### src/rtl/rstk_pkg.sv
package rstk_pkg;

    typedef enum logic [1:0] {
        OP_HOLD = 2'd0,
        OP_PUSH = 2'd1,
        OP_POP  = 2'd2,
        OP_LOAD = 2'd3
    } rstk_op_e;

    typedef struct packed {
        logic slot_we;
        logic step_up;
        logic step_dn;
        logic load;
    } rstk_ctl_t;

    // Pointer write outranks the strobes; push with pop cancels out.
    function automatic rstk_op_e rstk_decode(logic push, logic pop, logic wr);
        if (wr)
            return OP_LOAD;
        else if (push && !pop)
            return OP_PUSH;
        else if (pop && !push)
            return OP_POP;
        else
            return OP_HOLD;
    endfunction

    function automatic rstk_ctl_t rstk_controls(rstk_op_e op);
        rstk_ctl_t c;
        c = '0;
        case (op)
            OP_PUSH: begin c.slot_we = 1'b1; c.step_up = 1'b1; end
            OP_POP:  c.step_dn = 1'b1;
            OP_LOAD: c.load    = 1'b1;
            default: c = '0;
        endcase
        return c;
    endfunction

endpackage

### src/rtl/rstk_ptr.sv
module rstk_ptr
    import rstk_pkg::*;
#(
    parameter int PTR_W = 4
) (
    input  logic             clk,
    input  logic             rst,
    input  rstk_ctl_t        ctl,
    input  logic [PTR_W-1:0] load_val,
    output logic [PTR_W-1:0] ptr,
    output logic [PTR_W-1:0] ptr_below
);
    localparam logic [PTR_W-1:0] PTR_ONE  = PTR_W'(1);
    localparam logic [PTR_W-1:0] PTR_LAST = '1;

    always_ff @(posedge clk) begin
        if (rst)
            ptr <= PTR_LAST;
        else if (ctl.load)
            ptr <= load_val;
        else if (ctl.step_up)
            ptr <= ptr + PTR_ONE;
        else if (ctl.step_dn)
            ptr <= ptr - PTR_ONE;
    end

    assign ptr_below = ptr - PTR_ONE;
endmodule

### src/rtl/rstk_mem.sv
module rstk_mem #(
    parameter int WORD_W = 16,
    parameter int PTR_W  = 4
) (
    input  logic              clk,
    input  logic              we,
    input  logic [PTR_W-1:0]  waddr,
    input  logic [WORD_W-1:0] wdata,
    input  logic [PTR_W-1:0]  raddr,
    output logic [WORD_W-1:0] rdata
);
    localparam int DEPTH = 1 << PTR_W;

    logic [WORD_W-1:0] slot [DEPTH];

    // Slots carry no reset: contents survive a reset.
    for (genvar g = 0; g < DEPTH; g++) begin : g_slot
        always_ff @(posedge clk) begin
            if (we && (waddr == PTR_W'(g)))
                slot[g] <= wdata;
        end
    end

    assign rdata = slot[raddr];
endmodule

### src/rtl/hw_return_stack.sv
module hw_return_stack
    import rstk_pkg::*;
#(
    parameter int WORD_W = 16,
    parameter int PTR_W  = 4,
    parameter int REG_W  = 16
) (
    input  logic              clk,
    input  logic              rst,
    input  logic              push_i,
    input  logic              pop_i,
    input  logic [WORD_W-1:0] push_data_i,
    input  logic              sp_wr_i,
    input  logic [REG_W-1:0]  sp_wdata_i,
    output logic [WORD_W-1:0] pop_data_o,
    output logic [REG_W-1:0]  sp_rdata_o
);
    localparam int PAD_W = REG_W - PTR_W;

    rstk_op_e         op;
    rstk_ctl_t        ctl;
    logic [PTR_W-1:0] ptr;
    logic [PTR_W-1:0] ptr_below;
    logic             unused_hi;

    assign op  = rstk_decode(push_i, pop_i, sp_wr_i);
    assign ctl = rstk_controls(op);

    // Upper register bits are dropped on write.
    assign unused_hi = ^sp_wdata_i[REG_W-1:PTR_W];

    rstk_ptr #(.PTR_W(PTR_W)) u_ptr (
        .clk      (clk),
        .rst      (rst),
        .ctl      (ctl),
        .load_val (sp_wdata_i[PTR_W-1:0]),
        .ptr      (ptr),
        .ptr_below(ptr_below)
    );

    rstk_mem #(.WORD_W(WORD_W), .PTR_W(PTR_W)) u_mem (
        .clk  (clk),
        .we   (ctl.slot_we),
        .waddr(ptr),
        .wdata(push_data_i),
        .raddr(ptr_below),
        .rdata(pop_data_o)
    );

    assign sp_rdata_o = {{PAD_W{1'b0}}, ptr};
endmodule

### config.mk
export PLATFORM = sky130hd
export DESIGN_NAME = hw_return_stack
export DESIGN_NICKNAME = d
export VERILOG_FILES = /design/src/rtl/rstk_pkg.sv /design/src/rtl/rstk_ptr.sv /design/src/rtl/rstk_mem.sv /design/src/rtl/hw_return_stack.sv
export SDC_FILE = /design/constraint.sdc
export NUM_CORES = 1
export LEC_CHECK = 0
export ABC_AREA = 1
export BUFFER_PORTS_ARGS = -buffer_cell sky130_fd_sc_hd__buf_2
export CAP_MARGIN = 15
export CORE_MARGIN = 2
export CORE_UTILIZATION = 45
export CTS_CLUSTER_SIZE = 8
export DETAILED_ROUTE_END_ITERATION = 8
export GPL_ROUTABILITY_DRIVEN = 0
export HOLD_SLACK_MARGIN = 0.05
export PLACE_DENSITY_LB_ADDON = 0.25
export REMOVE_ABC_BUFFERS = 1
export SYNTH_ARGS = -nofsm -noshare
export SYNTH_HDL_FRONTEND = slang
export SYNTH_SLANG_ARGS = --single-unit
### constraint.sdc
create_clock -name clk -period 2.4 [get_ports clk]
set_input_delay 0 -clock clk [delete_from_list [all_inputs] [get_ports clk]]
set_output_delay 0 -clock clk [all_outputs]
set_load 0.005 [all_outputs]
; Word-level counts from Yosys, hierarchy flattened
; Memory sizes are Yosys's and may differ from the RTL's.
; Cells that the tools add are included.
[classes]
n_mux = 86
reduce_logical = 37
n_eq_ne = 18
n_addsub = 2
[ops]
columns = op, n
row1 = 2-to-1 mux 16 bit, 15
row2 = OR reduction 16 bit, 15
row3 = 2-to-1 mux 4 bit, 18
row4 = 2-to-1 mux 1 bit, 49
row5 = "equality test 4 bit, second input constant", 8
row6 = logical AND 1 bit, 18
row7 = "equality test 4 x 3 -> 1 bit, second input constant", 4
row8 = "equality test 4 x 2 -> 1 bit, second input constant", 2
row9 = 2-to-1 mux 2 bit, 4
row10 = "adder 4 x 1 -> 4 bit, second input constant", 1
row11 = "equality test 2 bit, second input constant", 2
row12 = "equality test 4 x 1 -> 1 bit, second input constant", 1
row13 = logical NOT 4 bit, 1
row14 = "subtractor 4 x 1 -> 4 bit, second input constant", 1
row15 = nonzero test 3 bit, 1
row16 = "equality test 2 x 1 -> 1 bit, second input constant", 1
row17 = logical NOT 1 bit, 2
[totals]
out_inout_bits = 32
inputBits = 37
n_memories = 1
regBits = 4
ram_bits = 256
[mem_list]
columns = name, words, word_bits, rd, rd_ports_with_merged_regs, wr, line
row1 = u_mem.slot, 16, 16, 1, 0, 1, rstk_mem.sv:14  ; logic [WORD_W-1:0] slot [DEPTH];

; Logic depth before layout (Yosys ltp)
; Gate-level depths: netlist of the first run.
[logic_depth]
depth_word = 26
depth_mapped = 13

; Modules after synthesis
; From an unflattened synthesis of the first run, not the netlist that was laid out.
[unflattened]
hier_cells = 1131
hier_area_um2 = 11489.8
[by_module_without_submodules]
columns = module, seq_area_each_um2, instances, area_each_um2, cells_per_inst
row1 = rstk_mem, 7687.4, 1, 11059.4, 1060
row2 = rstk_ptr, 80.1, 1, 310.3, 51
row3 = hw_return_stack, 0.0, 1, 120.1, 20

; Worst setup path before layout of the first run
; Ideal clock, no wire load.
[synth_path]
kind = register to register
startpoint = register u_ptr.ptr[0]
endpoint = memory u_mem.slot[10][0] (enable)
path_stages_with_launch = 8
setup_ns = 0.388
required_ns = 2.012
synth_period_minus_slack_ns = 2.179
arrival_time_ns = 1.791
path_buffers = 3
setup_slack_ns = 0.221
path_cell_list = dfxtp_1 > buf_6 > inv_4 > buf_6 > buf_4 > ha_1 > nand2_1 > nor2_1
[synth_between]
elab_chain_len = 20
elab_cells_between_ends = 109
classes_between = eq/ne: 15 / mux: 62 / reduce/logical: 32
[synth_rtl]
columns = item, line
row1 = from (decl), rstk_ptr.sv:10  ; output logic [PTR_W-1:0] ptr,
row2 = from (signal assigned), rstk_ptr.sv:20  ; ptr <= load_val;
row3 = from (signal assigned), rstk_ptr.sv:22  ; ptr <= ptr + PTR_ONE;
row4 = from (signal assigned), rstk_ptr.sv:24  ; ptr <= ptr - PTR_ONE;
row5 = equality test 4 x 1 -> 1 bit, rstk_mem.sv:19  ; if (we && (waddr == PTR_W'(g)))
row6 = logical AND 1 bit, rstk_mem.sv:19
row7 = 2-to-1 mux 1 bit, rstk_mem.sv:19
row8 = 2-to-1 mux 1 bit (not written as such), rstk_mem.sv:20  ; slot[g] <= wdata;
row9 = OR reduction 16 bit (no line), --
row10 = 2-to-1 mux 4 bit (no line) or 2-to-1 mux 1 bit (tied branches) (15 in series), --
row11 = to (decl), rstk_mem.sv:14
; Parallel ways exist; a longest one is shown, timed or not.

; Worst setup path in the final report of the first run
[layout_path]
startpoint = register u_ptr.ptr[0]
endpoint = output port pop_data_o[13]
[layout_between]
elab_chain_len = 2
[layout_rtl]
columns = item, line
row1 = subtractor 4 x 1 -> 4 bit, rstk_ptr.sv:27  ; assign ptr_below = ptr - PTR_ONE;
row2 = memory (16 x 16 bit), --
row3 = to (decl), hw_return_stack.sv:15  ; output logic [WORD_W-1:0] pop_data_o,
; Every way passes these cells.

==> results.cfg, run 1 <==
[outcome]
status = finished, final reports clean

[clocking]
clock_path_buffers = 3
cts_tree = built
clockRootBuffer = clkbuf_16
clk_pin_slew_ns = 0.05
clkLatencyLatePin_ns = 0.49
cts_sinks = 260
htree_levels = 2
cts_buffers = 38

[place]
dp_hpwl_mm = 13.8
placement.io_buffers = 44

[synth]
netlist.area_leader.share_pct = 67.7
synth-seq-area-share_pct = 68.4
ys.warnings.count = 0
synthCells = 1077
synth-xor-area-share_pct = 0.386
synthTopCellsByArea = edfxtp_1 68%, nand2_1 12%, nand3_1 6.0%
synth_largest_area_cell = edfxtp_1
synth_compound_area_share_pct = 1.11
syn_avg_cell_area_sq_um = 10.5
syn-cell-area_sq_um = 11400
post_synth_and_or_nand_nor_area_fraction_pct = 22.0
synth-seq-cells = 260
synthAdderAreaFrac_pct = 0.551
netlist-cell-type-count = 25
synth_mux_area_share_pct = 0
synth_top_family_by_area = simple AND/OR/NAND/NOR gates

[global_routing]
gr-total-overflow = 0
track_usage_pct = 19.8
grt_first_pass_wirelength_mm = 39.7
grt_max_degree = 85
grt_antenna_before_repair = 0
first_global_vias = 7277

[floorplanning]
start_util_pct = 45.5
io_pins = 69
die_x_microns = 163
num_rows = 58
dieArea_sq_um = 26500
coreArea_sq_um = 25000
dieHeight_microns = 163

[routing]
dr.pass1.iters = 5
drt_wl_total_mm = 25.4
wl_per_cell_microns = 16.8
vias = 7477
drt_iter0_drc = 607
route.detailed.drc = 0
avgViaCountPerCell = 4.94
ant_nets = 0

[sta]
slew_headroom_pct = 59.0
rsz0062_at_grt = false
setup_viol = 0
min_period_ns = 2.24
post-route-period-util_pct = 93.4
final_max_slew_viol_count = 0
tightest_slew_ns = 0.614
fmax_mhz = 446
final.setup_skew_ns = 0.0115
hold_viol = 0

[critical_path]
cpPeakStageDelay_ns = 0.37
crit_required_ns = 2.40
worstSetupEndpointType = output pin
crit_fanout = 17
cp_slowest_cell = dfxtp_4
cp_common_cell = nand3_1
worstSetupPathType = reg -> out
start_kind = flop
crit_arrival_ns = 2.24
cp_cell_sequence = inv_4 -> ha_2 -> xnor2_4 -> buf_4 -> nand3_1 -> nand3_1 -> nand2_1 -> buf_2

[finish]
num_antenna_cells = 0
layout_common_cells = 360 x nand2_1, 256 x edfxtp_1, 137 x nand3_1, 102 x inv_1, 98 x nor2_1
register_area_sq_um = 7770
syn2layout_area_growth_pct = 18.1
drive_above_1_share_pct = 12.6
final_common_cell = nand2_1
fin_util_pct = 53.7
num-fill-cells = 2137
multi_input_comb_area_sq_um = 2850
layout.nets = 1212

[pwr]
combPwrFrac_pct = 11.4
ir_drop_mv = 0.570
p_per_area_nw_per_um2 = 838
p_leak_nw = 5.47
power_switching_mw = 2.61
pwr-share-clk_pct = 43.7
finalPower_mw = 11.2
p_sw_share_pct = 23.2
power_frac_seq_pct = 44.9
p_int_mw = 8.64

[min_path]
hold_class = in -> reg

[job]
drv_cap = 0
## sequential cells by signal (all words and copies together), names as in the netlist
signal	count
u_ptr.ptr	4
u_mem.slot	256
## cell type report
type	count	share of cell area [%]
Sequential cell	260	57.9
Multi-Input combinational cell	658	21.2
Clock buffer	54	8.01
Timing Repair Buffer	106	6.52
Tap cell	330	3.08
Inverter	106	3.00
Clock inverter	1	0.224
## Yosys cell counts (all sizes together)
cell and count:
o211ai 2, nand3 138, buf 57, xnor2 1, o22ai 1, nand2 362
xor2 1, ha 5, dfxtp 4, o21ai 18, conb 1, edfxtp 256
clkbuf 7, inv 106, nor2 115, a21oi 3
## worst paths after layout
kind,start,endpoint,slack [ns],cells after the start
worst max register to register,u_ptr.ptr[0]$_SDFFE_PP1P_,u_ptr.ptr[2]$_SDFFE_PP1P_,0.24,9
worst min-delay path,sp_wr_i,u_ptr.ptr[2]$_SDFFE_PP1P_,0.13,5
worst max-delay path,u_ptr.ptr[0]$_SDFFE_PP1P_,pop_data_o[13],0.16,8
worst min register to register,u_ptr.ptr[1]$_SDFFE_PP1P_,u_ptr.ptr[1]$_SDFFE_PP1P_,0.71,4
## worst max-delay path, delay by kind of cell, from the launching register on
family | cells | cell delay (ns)
buffers and inverters | 3 | 0.56
flip-flops | 1 | 0.37
XOR/XNOR | 1 | 0.15
adder cells (fa/ha/maj) | 1 | 0.31
AND/OR/NAND/NOR | 3 | 0.35
## power by group through the flow
| stage | clock [mW] | sequential, mW | combinational [mW] |
|---|---|---|---|
| 2_1_floorplan | 0 | 5.18 | 0.679 |
| 3_3_place_gp | 0 | 5.13 | 1.23 |
| 3_5_place_dp | 0 | 5.13 | 1.24 |
| 4_1_cts | 4.99 | 5.05 | 1.29 |
| 5_1_grt | 5.19 | 5.05 | 1.44 |
| 6_report | 4.91 | 5.05 | 1.29 |
## metal layers
layer  vias to the layer above  GRT usage, %  routed length, microns  part of all wire, %
li1                       3689             -                       -                    -
met1                      3514          27.0                   11400                   45
met2                       236          32.9                   12100                   48
met3                        38          3.34                    1560                  6.1
met4                         0          5.43                     411                  1.6
met5                         -             0                       0                    0
## metrics by stage
stage          instance area (sq um)  worst slack (ns)  std cells  setup TNS, ns  hold slack, ns
2_1_floorplan                  10900             -4.17       1024        -719.48          0.0884
3_3_place_gp                   12000             0.504       1431              0           0.233
3_5_place_dp                   12000             0.471       1431              0           0.236
4_1_cts                        13400           0.00872       1515              0          0.0824
5_1_grt                        13400            0.0310       1515              0           0.180
6_report                       13400             0.159       1515              0           0.129
## cell families after synthesis
family                     after synthesis
buffers and inverters                  170
adders and majority gates                5
DFF                                    260
other                                    1
AOI/OAI and AO/OA                       24
xor gates and xnor gates                 2
and+or+nand+nor                        615
## what timing repair did
item | CTS | global route
endpoints found under the hold margin | 260 | 0
gates resized for setup | 1 | 6
hold buffers | 29 | 0
setup buffers | 0 | 0
cloned | 0 | 0
endpoints found under the setup margin | 14 | 13
Note: power is estimated with default switching activity, not from simulation.
==> inputs of run 2 (changes only) <==
Settings changed: REMOVE_ABC_BUFFERS 1 to unset.
==> run 2 against run 1 <==
  * Register-to-register slack improved by 0.02 ns
  * Global-route usage increased by 1.2 points
  * Sequential power about the same
  * Sequential cell count unchanged
  * Power decreased by 0.30%
  * Combinational power increased by 12%
  * Hold slack got worse by 0.038 ns
  * Via count increased by 3.1%
  * Non-clock buffer count increased by 16
  * Maximum frequency decreased by 4.3%
  * Worst setup slack got worse by 0.10 ns
  * Cell count increased by 0.73%
==> results.cfg, run 2 (synthesized netlist as in run 1, its figures left out) <==
[global_routing]
grt_antenna_before_repair = 2
grt_first_pass_wirelength_mm = 41.6
track_usage_pct = 20.9
first_global_vias = 7439
gr-total-overflow = 0
grt_max_degree = 70

[routing]
dr.pass1.iters = 5
drt_iter0_drc = 727
avgViaCountPerCell = 5.05
vias = 7707
wl_per_cell_microns = 18.1
ant_nets = 0
drt_wl_total_mm = 27.6
route.detailed.drc = 0

[clocking]
cts_buffers = 38
clkLatencyLatePin_ns = 0.51
cts_sinks = 260
htree_levels = 2
cts_tree = built
clock_path_buffers = 3
clockRootBuffer = clkbuf_16
clk_pin_slew_ns = 0.05

[critical_path]
r2r-start = u_ptr.ptr[1]$_SDFFE_PP1P_
crit_arrival_ns = 2.34
start_kind = flop
rrSetupSlack_ns = 0.26
crit_required_ns = 2.40
critPathLaunch = u_ptr.ptr[1]$_SDFFE_PP1P_
worstSetupEndpointType = output pin
worstSetupPathType = reg -> out
r2r-end = u_ptr.ptr[2]$_SDFFE_PP1P_
crit_fanout = 11
r2r_cells = 10

[sta]
rsz0062_at_grt = true
hold_viol = 0
final.setup_skew_ns = 0.0206
setup_viol = 0
min_period_ns = 2.34
tightest_slew_ns = 1.08
fmax_mhz = 427
slew_headroom_pct = 27.6
setup_tns_ns = 0
post-route-period-util_pct = 97.6
final_max_slew_viol_count = 0
holdWs_ns = 0.0908
fin_ws_ns = 0.0588

[job]
drv_cap = 0

[pwr]
finalPower_mw = 11.2
p_leak_nw = 5.55
p_per_area_nw_per_um2 = 827
ir_drop_mv = 0.523

[min_path]
hold_class = in -> reg
whs_path_depth = 6
min_to = u_ptr.ptr[2]$_SDFFE_PP1P_
hold_start = pop_i

[place]
dp_hpwl_mm = 15.8
dp.cells = 1442
place_ws_ns = 0.295
place_area_sq_um = 12000
placement.io_buffers = 44

[outcome]
status = finished, final reports clean

[finish]
reg_top3 = u_mem.slot x256, u_ptr.ptr x4
largest_reg_flops = 256
layout_common_cells = 357 x nand2_1, 256 x edfxtp_1, 131 x nand3_1, 102 x inv_1, 98 x nor2_1
fin_util_pct = 54.3
final_area_sq_um = 13600
syn2layout_area_growth_pct = 19.4
final_common_cell = nand2_1
layout.nets = 1228
top_register = u_mem.slot
drive_above_1_share_pct = 14.7
final_cells = 1526

[floorplanning]
dieArea_sq_um = 26500
start_util_pct = 45.5
io_pins = 69
num_rows = 58
die_x_microns = 163
coreArea_sq_um = 25000
dieHeight_microns = 163
-- run 2: how the worst max path moves through the flow --
stage                                  endpoint  slack, ns  cells past startpoint
floorplan           u_mem.slot[10][0]$_DFFE_PP_       0.22                      7
global placement    u_mem.slot[2][13]$_DFFE_PP_       0.35                      3
detailed placement                pop_data_o[6]       0.29                      9
CTS                               pop_data_o[6]      0.001                      9
global route                      pop_data_o[9]      -0.01                     10
finish                            pop_data_o[3]       0.06                     10
-- run 2: cell type report --
cell class              count  area [sq um]
diodes                      1          2.50
clock buffers              45           977
inverters                 106           409
flip-flops and latches    260          7770
fillers                  2144         11400
clock inverters             4          63.8
multi-input cells         658          2900
repair buffers            122          1030
well taps                 330           413
-- run 2: worst max-delay path, stage by stage (launching register included) --
cell and delay [ns]:
dfxtp_4 0.38, clkinvlp_4 0.11, buf_4 0.16, ha_4 0.19
xnor2_4 0.23, buf_6 0.14, clkbuf_16 0.17, nand3_1 0.11
nand3_1 0.11, nand2_1 0.05, buf_2 0.16
-- run 2: timing repair --
item / 4_1_cts / 5_1_grt
cloned: 1 / 1
endpoints found under the setup margin: 16 / 9
hold buffers: 27 / 0
hold endpoints to repair: 260 / 0
pin swaps: 0 / 2
setup buffers: 0 / 5
gates resized for setup: 9 / 17
-- run 2: power breakdown --
part	switching, mW	leakage (nW)	internal, mW
Clock	1.78	0.507	2.94
Sequential	0.0153	2.34	5.03
Combinational	0.936	2.71	0.510
Total	2.73	5.55	8.48
-- run 2: per-layer routing --
layer	vias up	track usage [%]	wire length, microns
met1	3654	27.6	11500
li1	3725	-	-
met4	0	6.44	597
met3	50	3.72	1990
met5	-	0	0
met2	278	35.5	13500
